==> src/rtl/x86d_pkg.sv <==
package x86d_pkg;
  localparam int BYTE_W = 8;
  localparam int DISP_W = 16;
  localparam int IMM_W  = 32;
  localparam int LEN_W  = 4;
  localparam int CNT_W  = 3;
  localparam logic [BYTE_W-1:0] OPSZ_PFX = 8'h66;

  typedef enum logic [1:0] {ST_OP, ST_MODRM, ST_DISP, ST_IMM} st_e;
  typedef enum logic [1:0] {OC_ILL, OC_MODRM, OC_MOFFS, OC_REGIMM} opc_e;

  typedef struct packed {
    logic [LEN_W-1:0]  len;
    logic              prefix;
    logic [BYTE_W-1:0] opcode;
    logic              illegal;
    logic              wide;
    logic              has_modrm;
    logic [1:0]        mod;
    logic [2:0]        reg_n;
    logic [2:0]        rm;
    logic [1:0]        disp_len;
    logic [DISP_W-1:0] disp;
    logic [CNT_W-1:0]  imm_len;
    logic [IMM_W-1:0]  imm;
  } dec_rec_t;
endpackage

==> src/rtl/x86d_opclass.sv <==
module x86d_opclass
  import x86d_pkg::*;
(
  input  logic [BYTE_W-1:0] op_i,
  input  logic              op32_i,
  output opc_e              cls_o,
  output logic              wide_o,
  output logic [2:0]        reg_o,
  output logic [CNT_W-1:0]  imm_len_o
);
  logic [CNT_W-1:0] word_len;
  assign word_len = op32_i ? CNT_W'(4) : CNT_W'(2);

  always_comb begin
    cls_o     = OC_ILL;
    wide_o    = 1'b0;
    reg_o     = '0;
    imm_len_o = '0;
    if (op_i[7:2] == 6'b100010) begin
      cls_o  = OC_MODRM;
      wide_o = op_i[0];
    end else if (op_i == 8'hC7) begin
      cls_o     = OC_MODRM;
      wide_o    = 1'b1;
      imm_len_o = word_len;
    end else if (op_i == 8'hA1) begin
      cls_o  = OC_MOFFS;
      wide_o = 1'b1;
    end else if (op_i[7:3] == 5'b10111) begin
      cls_o     = OC_REGIMM;
      wide_o    = 1'b1;
      reg_o     = op_i[2:0];
      imm_len_o = word_len;
    end
  end
endmodule

==> src/rtl/x86d_disp_len.sv <==
module x86d_disp_len (
  input  logic [1:0] mod_i,
  input  logic [2:0] rm_i,
  output logic [1:0] len_o
);
  always_comb begin
    unique case (mod_i)
      2'b00:   len_o = (rm_i == 3'b110) ? 2'd2 : 2'd0; // direct address
      2'b01:   len_o = 2'd1;
      2'b10:   len_o = 2'd2;
      default: len_o = 2'd0;
    endcase
  end
endmodule

==> src/rtl/x86_len_decoder.sv <==
module x86_len_decoder
  import x86d_pkg::*;
(
  input  logic              clk_i,
  input  logic              rst_ni,
  input  logic [BYTE_W-1:0] byte_i,
  input  logic              byte_valid_i,
  output logic              dec_valid_o,
  output logic [LEN_W-1:0]  dec_len_o,
  output logic              dec_prefix_o,
  output logic [BYTE_W-1:0] dec_opcode_o,
  output logic              dec_illegal_o,
  output logic              dec_wide_o,
  output logic              dec_has_modrm_o,
  output logic [1:0]        dec_mod_o,
  output logic [2:0]        dec_reg_o,
  output logic [2:0]        dec_rm_o,
  output logic [1:0]        dec_disp_len_o,
  output logic [DISP_W-1:0] dec_disp_o,
  output logic [CNT_W-1:0]  dec_imm_len_o,
  output logic [IMM_W-1:0]  dec_imm_o
);
  st_e              st_q, st_d;
  logic [CNT_W-1:0] rem_q, rem_d;
  dec_rec_t         work_q, nxt, out_q;
  logic             valid_q, done;

  opc_e             oc_cls;
  logic             oc_wide;
  logic [2:0]       oc_reg;
  logic [CNT_W-1:0] oc_imm_len;
  logic [1:0]       dl;
  logic [1:0]       dpos;
  logic [CNT_W-1:0] ipos;

  x86d_opclass u_opclass (
    .op_i      (byte_i),
    .op32_i    (work_q.prefix),
    .cls_o     (oc_cls),
    .wide_o    (oc_wide),
    .reg_o     (oc_reg),
    .imm_len_o (oc_imm_len)
  );

  x86d_disp_len u_disp_len (
    .mod_i (byte_i[7:6]),
    .rm_i  (byte_i[2:0]),
    .len_o (dl)
  );

  assign dpos = work_q.disp_len - rem_q[1:0];
  assign ipos = work_q.imm_len - rem_q;

  always_comb begin
    nxt   = work_q;
    st_d  = st_q;
    rem_d = rem_q;
    done  = 1'b0;
    nxt.len = work_q.len + LEN_W'(1);
    unique case (st_q)
      ST_OP: begin
        if (!work_q.prefix && byte_i == OPSZ_PFX) begin
          nxt.prefix = 1'b1;
        end else begin
          nxt.opcode  = byte_i;
          nxt.wide    = oc_wide;
          nxt.reg_n   = oc_reg;
          nxt.imm_len = oc_imm_len;
          unique case (oc_cls)
            OC_MODRM: begin
              nxt.has_modrm = 1'b1;
              st_d = ST_MODRM;
            end
            OC_MOFFS: begin
              nxt.disp_len = 2'd2;
              rem_d = CNT_W'(2);
              st_d  = ST_DISP;
            end
            OC_REGIMM: begin
              rem_d = oc_imm_len;
              st_d  = ST_IMM;
            end
            default: begin
              nxt.illegal = 1'b1;
              done = 1'b1;
            end
          endcase
        end
      end
      ST_MODRM: begin
        nxt.mod      = byte_i[7:6];
        nxt.reg_n    = byte_i[5:3];
        nxt.rm       = byte_i[2:0];
        nxt.disp_len = dl;
        if (dl != 2'd0) begin
          rem_d = CNT_W'(dl);
          st_d  = ST_DISP;
        end else if (work_q.imm_len != '0) begin
          rem_d = work_q.imm_len;
          st_d  = ST_IMM;
        end else begin
          done = 1'b1;
        end
      end
      ST_DISP: begin
        nxt.disp = work_q.disp | (DISP_W'(byte_i) << (5'(dpos) << 3));
        if (rem_q == CNT_W'(1)) begin
          if (work_q.imm_len != '0) begin
            rem_d = work_q.imm_len;
            st_d  = ST_IMM;
          end else begin
            done = 1'b1;
          end
        end else begin
          rem_d = rem_q - CNT_W'(1);
        end
      end
      default: begin
        nxt.imm = work_q.imm | (IMM_W'(byte_i) << (6'(ipos) << 3));
        if (rem_q == CNT_W'(1)) done = 1'b1;
        else                    rem_d = rem_q - CNT_W'(1);
      end
    endcase
    if (done) st_d = ST_OP;
  end

  always_ff @(posedge clk_i or negedge rst_ni) begin
    if (!rst_ni) begin
      st_q    <= ST_OP;
      rem_q   <= '0;
      work_q  <= '0;
      out_q   <= '0;
      valid_q <= 1'b0;
    end else begin
      valid_q <= byte_valid_i && done;
      if (byte_valid_i) begin
        st_q   <= st_d;
        rem_q  <= rem_d;
        work_q <= done ? '0 : nxt;
        if (done) out_q <= nxt;
      end
    end
  end

  assign dec_valid_o     = valid_q;
  assign dec_len_o       = out_q.len;
  assign dec_prefix_o    = out_q.prefix;
  assign dec_opcode_o    = out_q.opcode;
  assign dec_illegal_o   = out_q.illegal;
  assign dec_wide_o      = out_q.wide;
  assign dec_has_modrm_o = out_q.has_modrm;
  assign dec_mod_o       = out_q.mod;
  assign dec_reg_o       = out_q.reg_n;
  assign dec_rm_o        = out_q.rm;
  assign dec_disp_len_o  = out_q.disp_len;
  assign dec_disp_o      = out_q.disp;
  assign dec_imm_len_o   = out_q.imm_len;
  assign dec_imm_o       = out_q.imm;


  valid_after_byte_chk: assert property (@(posedge clk_i) disable iff (!rst_ni)
    dec_valid_o |-> $past(byte_valid_i));


  fsm_idle_chk: assert property (@(posedge clk_i) disable iff (!rst_ni)
    dec_valid_o |-> (st_q == ST_OP && work_q.len == '0));


  len_sum_chk: assert property (@(posedge clk_i) disable iff (!rst_ni)
    (dec_valid_o && !dec_illegal_o) |-> dec_len_o == LEN_W'(dec_prefix_o) + LEN_W'(1)
      + LEN_W'(dec_has_modrm_o) + LEN_W'(dec_disp_len_o) + LEN_W'(dec_imm_len_o));


  illegal_len_chk: assert property (@(posedge clk_i) disable iff (!rst_ni)
    (dec_valid_o && dec_illegal_o) |-> (dec_len_o == LEN_W'(1) + LEN_W'(dec_prefix_o)
      && !dec_has_modrm_o && dec_imm_len_o == '0 && dec_disp_len_o == 2'd0));


  reg_mode_disp_chk: assert property (@(posedge clk_i) disable iff (!rst_ni)
    (dec_valid_o && dec_has_modrm_o && dec_mod_o == 2'b11) |-> dec_disp_len_o == 2'd0);


  gap_hold_chk: assert property (@(posedge clk_i) disable iff (!rst_ni)
    !byte_valid_i |=> ($stable(st_q) && $stable(rem_q) && !dec_valid_o && $stable(dec_len_o)));
endmodule

==> config.mk <==
export PLATFORM = sky130hd
export DESIGN_NAME = x86_len_decoder
export DESIGN_NICKNAME = d
export VERILOG_FILES = /design/src/rtl/x86d_pkg.sv /design/src/rtl/x86d_opclass.sv /design/src/rtl/x86d_disp_len.sv /design/src/rtl/x86_len_decoder.sv
export SDC_FILE = /design/constraint.sdc
export NUM_CORES = 1
export LEC_CHECK = 0
export BUFFER_PORTS_ARGS = -buffer_cell sky130_fd_sc_hd__buf_2
export CORE_UTILIZATION = 32
export CTS_BUF_LIST = sky130_fd_sc_hd__clkbuf_16
export CTS_CLUSTER_DIAMETER = 100
export DETAILED_ROUTE_END_ITERATION = 6
export GPL_TIMING_DRIVEN = 0
export MAX_ROUTING_LAYER = met4
export PLACE_DENSITY = 0.5
export SYNTH_ARGS = -nofsm -noshare
export SYNTH_HDL_FRONTEND = slang
export SYNTH_HIERARCHICAL = 1
export SYNTH_SLANG_ARGS = --single-unit
==> constraint.sdc <==
create_clock -name clk_i -period 2.6 [get_ports clk_i]
set_input_delay 0.13 -clock clk_i [delete_from_list [all_inputs] [get_ports clk_i]]
set_output_delay 0.13 -clock clk_i [all_outputs]
set_load 0.02 [all_outputs]
==> flow_metrics.py <==
metrics = {
    "routing": {
        "ant_nets": 0,
        "drt_iter0_drc": 460,
        "routed-via-count": 6191,
        "drt_wl_total_mm": 23.4,
        "drc": 0,
        "firstDrtPassIters": 5,
        "viasPerCell": 5.36,
        "wl_per_cell_um": 20.3,
    },
    "global_route": {
        "grt_max_degree": 97,
        "grt_remaining_overflow": 0,
        "grt_usage_pct": 21.1,
        "first_global_vias": 6096,
        "antenna_found_initial": 0,
        "grt_pass1_wl_mm": 36.3,
    },
    "floorplan": {
        "ios": 89,
        "start_util_pct": 32.6,
        "die_y_um": 154,
        "die_area_um2": 23600,
        "fp.coreArea_um2": 22600,
        "die_w_um": 154,
        "rows": 55,
    },
    "sta": {
        "period_minus_slack_ns": 2.45,
        "tns_ns": 0,
        "fin_skew_ns": 0.00562,
        "worstMarginPinSlew_ns": 1.10,
        "worst_slack_ns": 0.151,
        "slew-limit-headroom_pct": 26.1,
        "fmax_mhz": 408,
        "hold_viol": 0,
        "fin_crit_sh_pct": 94.2,
        "setup_violations": 0,
        "slew_viol_final": 0,
    },
    "synth": {
        "postSynthAreaPerCell_um2": 9.76,
        "synth_edf_count": 0,
        "syn-num-nets": 774,
        "synth_xor_area_share_pct": 0.885,
        "synth-adder-area-share_pct": 1.80,
        "synth_top_family_by_area": "compound AO/OA/AOI/OAI gates",
        "synth_simple_gate_area_share_pct": 11.1,
        "synth-seq-area-share_pct": 54.5,
        "ys_async_sr_fraction_pct": 100,
        "ys.flop_type": "dfrtp_1",
        "synth-seq-cells": 160,
        "synthMuxAreaShare_pct": 2.35,
        "synth_warnings": 6,
        "synth_compound_area_share_pct": 24.5,
        "syn-cell-area_um2": 7350,
        "netlist_instances": 753,
        "ys_types": 63,
    },
    "worst_hold_path": {
        "min_path_cells": 3,
        "min_to": "work_q[62]",
        "hp-class": "in2reg",
        "min_from": "byte_i[0]",
    },
    "clocking": {
        "cts_tree": "yes",
        "worst_skew_pair.late_latency_ns": 0.42,
        "clk_path_buf_depth": 2,
        "path_clk_slew_ns": 0.06,
        "cts_root_buf": "clkbuf_16",
        "cts-buffers-inserted": 17,
        "htree_levels": 4,
        "clock_sinks": 160,
    },
    "critical_path": {
        "end_kind": "flip-flop",
        "crit_cells": 9,
        "criticalPathCategory": "reg2reg",
        "max_stage_delay_ns": 0.44,
        "critical-path-top-delay-family": "buffers and inverters",
        "ff2ff_setup_slack_ns": 0.15,
        "timing.rr.start": "st_q[0]",
        "cp.arrival_ns": 2.76,
        "crit_chain": "inv_1, ha_1, nor3b_4, o31ai_2, o211ai_2, and2_4, buf_2, clkbuf_4, nor2_1",
        "cp.required_ns": 2.91,
        "r2r_cells": 9,
        "r2r_end": "work_q[26]",
        "start_kind": "flip-flop",
        "cp_slowest_cell": "dfrtp_1",
        "cp_max_fo": 10,
        "crit_buf_inv": 3,
    },
    "placement": {
        "place.gp.congestion": 0.866,
        "dp_hpwl_mm": 16.0,
        "dpl_cell_area_um2": 8180,
        "place_ws_ns": -0.150,
        "io_buffer_count": 88,
    },
    "job": {
        "maxCapViolations": 0,
    },
    "finish": {
        "post-route-util_pct": 39.3,
        "drive_gt1_share_pct": 20.4,
        "area.growth.synth_to_final_pct": 20.8,
        "finalNetCount": 880,
        "design_area_um2": 8870,
        "num_antenna_cells": 0,
    },
    "outcome": {
        "status": "completed",
    },
    "power": {
        "p_leak_uw": 0.00396,
        "powerDensity_nw_per_um2": 702,
        "peakVddDrop_mv": 0.439,
        "total_power_uw": 6230,
    },
}
==> cells in the mapped netlist (3+ instances only) <==
cell type | number | share of area (%)
a22o_1 | 17 | 2.0
mux2i_1 | 15 | 2.0
nor3b_1 | 3 | 0.31
o21ai_0 | 6 | 0.41
nand2b_1 | 5 | 0.43
a21oi_1 | 250 | 17
nand3_1 | 3 | 0.20
o22ai_1 | 4 | 0.34
nand4_1 | 5 | 0.43
dfrtp_1 | 160 | 54
nor2b_1 | 6 | 0.51
ha_1 | 9 | 1.5
a221oi_1 | 4 | 0.48
and3_1 | 7 | 0.60
nor3_1 | 9 | 0.61
buf_2 | 33 | 2.2
inv_1 | 13 | 0.66
o211ai_1 | 3 | 0.31
a32o_1 | 5 | 0.68
a31oi_1 | 8 | 0.68
nand3b_1 | 3 | 0.31
nor2_1 | 75 | 3.8
clkbuf_1 | 29 | 1.5
nand2_1 | 24 | 1.2
and2_1 | 5 | 0.43
a21o_1 | 4 | 0.41
==> flip-flops by register name, indices dropped and copies added, names as in the netlist, 3 cells and up <==
signal and cells:
work_q 77, dec_imm_o 32, dec_disp_o 16, dec_opcode_o 8, dec_len_o 4, dec_imm_len_o 3
dec_reg_o 3, dec_rm_o 3, rem_q 3
==> cell families after synthesis <==
family	count (synthesis)
fa+ha+maj	10
mux	17
flops	160
other cells	1
compound gates	319
buf+inv	79
simple gates	163
xor+xnor	4
==> final cells by class <==
type | instances | area, µm²
repair buffers | 91 | 495
inverters | 13 | 48.8
clock inverters | 14 | 151
multi-input cells | 514 | 3090
well taps | 285 | 357
flip-flops and latches | 160 | 4000
plain buffers | 62 | 302
clock buffers | 17 | 425
fillers | 2313 | 13700
==> power breakdown <==
group          internal (µW)  total (µW)  switching [µW]  leakage [µW]
Sequential              2640        2740             103       0.00209
Clock                   1490        2500            1010      0.000288
Combinational            313         986             673       0.00158
Total                   4440        6230            1780       0.00396
==> worst max path at each step <==
| stage | to | slack, ns | start |
|---|---|---|---|
| 6_report | work_q[26] | 0.15 | st_q[0] |
| 4_1_cts | work_q[26] | -0.03 | work_q[32] |
| 5_1_grt | dec_wide_o | -0.02 | st_q[0] |
| 3_5_place_dp | dec_mod_o[1] | -0.15 | byte_i[7] |
| 3_3_place_gp | dec_imm_o[18] | -1.25 | rst_ni |
| 2_1_floorplan | dec_imm_o[23] | 0.38 | work_q[32] |
==> what timing repair did <==
action | CTS | global route
endpoints found under the setup margin | 66 | 117
resized for setup | 6 | 24
buffers inserted | 0 | 1
hold buffers | 1 | 0
hold endpoints to repair | 64 | 0
pin swaps | 0 | 2
==> worst min-delay path: stages <==
cell	delay, ns
buf_2	0.14
a211o_1	0.16
a22o_1	0.13
==> stage by stage <==
| stage | hold slack, ns | cells |
|---|---|---|
| 2_1_floorplan | -0.166 | 753 |
| 3_3_place_gp | 0.474 | 1126 |
| 3_5_place_dp | 0.115 | 1127 |
| 4_1_cts | 0.152 | 1158 |
| 5_1_grt | 0.198 | 1156 |
| 6_report | 0.164 | 1156 |
==> metal layers <==
metal	GRT usage, %	share of wire (%)	up-vias
li1	-	-	2925
met1	29.5	48	3081
met2	31.9	47	168
met3	2.96	4.2	17
met4	5.95	1.3	0
met5	-	0	-
==> cells in the final DEF, fill, tap and decap left out, drive strengths merged, types with 3 or more instances in the layout <==
cell / n
a32o: 5
nor2b: 8
nand3: 3
inv: 17
buf: 124
nor3b: 4
a21oi: 250
a221oi: 4
nand3b: 3
dfrtp: 160
and3: 7
clkbuf: 45
nor3: 10
o22ai: 4
o31ai: 3
nand4: 5
o21ai: 8
a22o: 17
nand2b: 5
nand2: 24
o211ai: 4
mux2i: 15
clkinv: 5
bufinv: 3
a31oi: 8
and2: 7
ha: 9
a21o: 4
nor2: 75
Note: power is estimated with default switching activity, not from simulation.
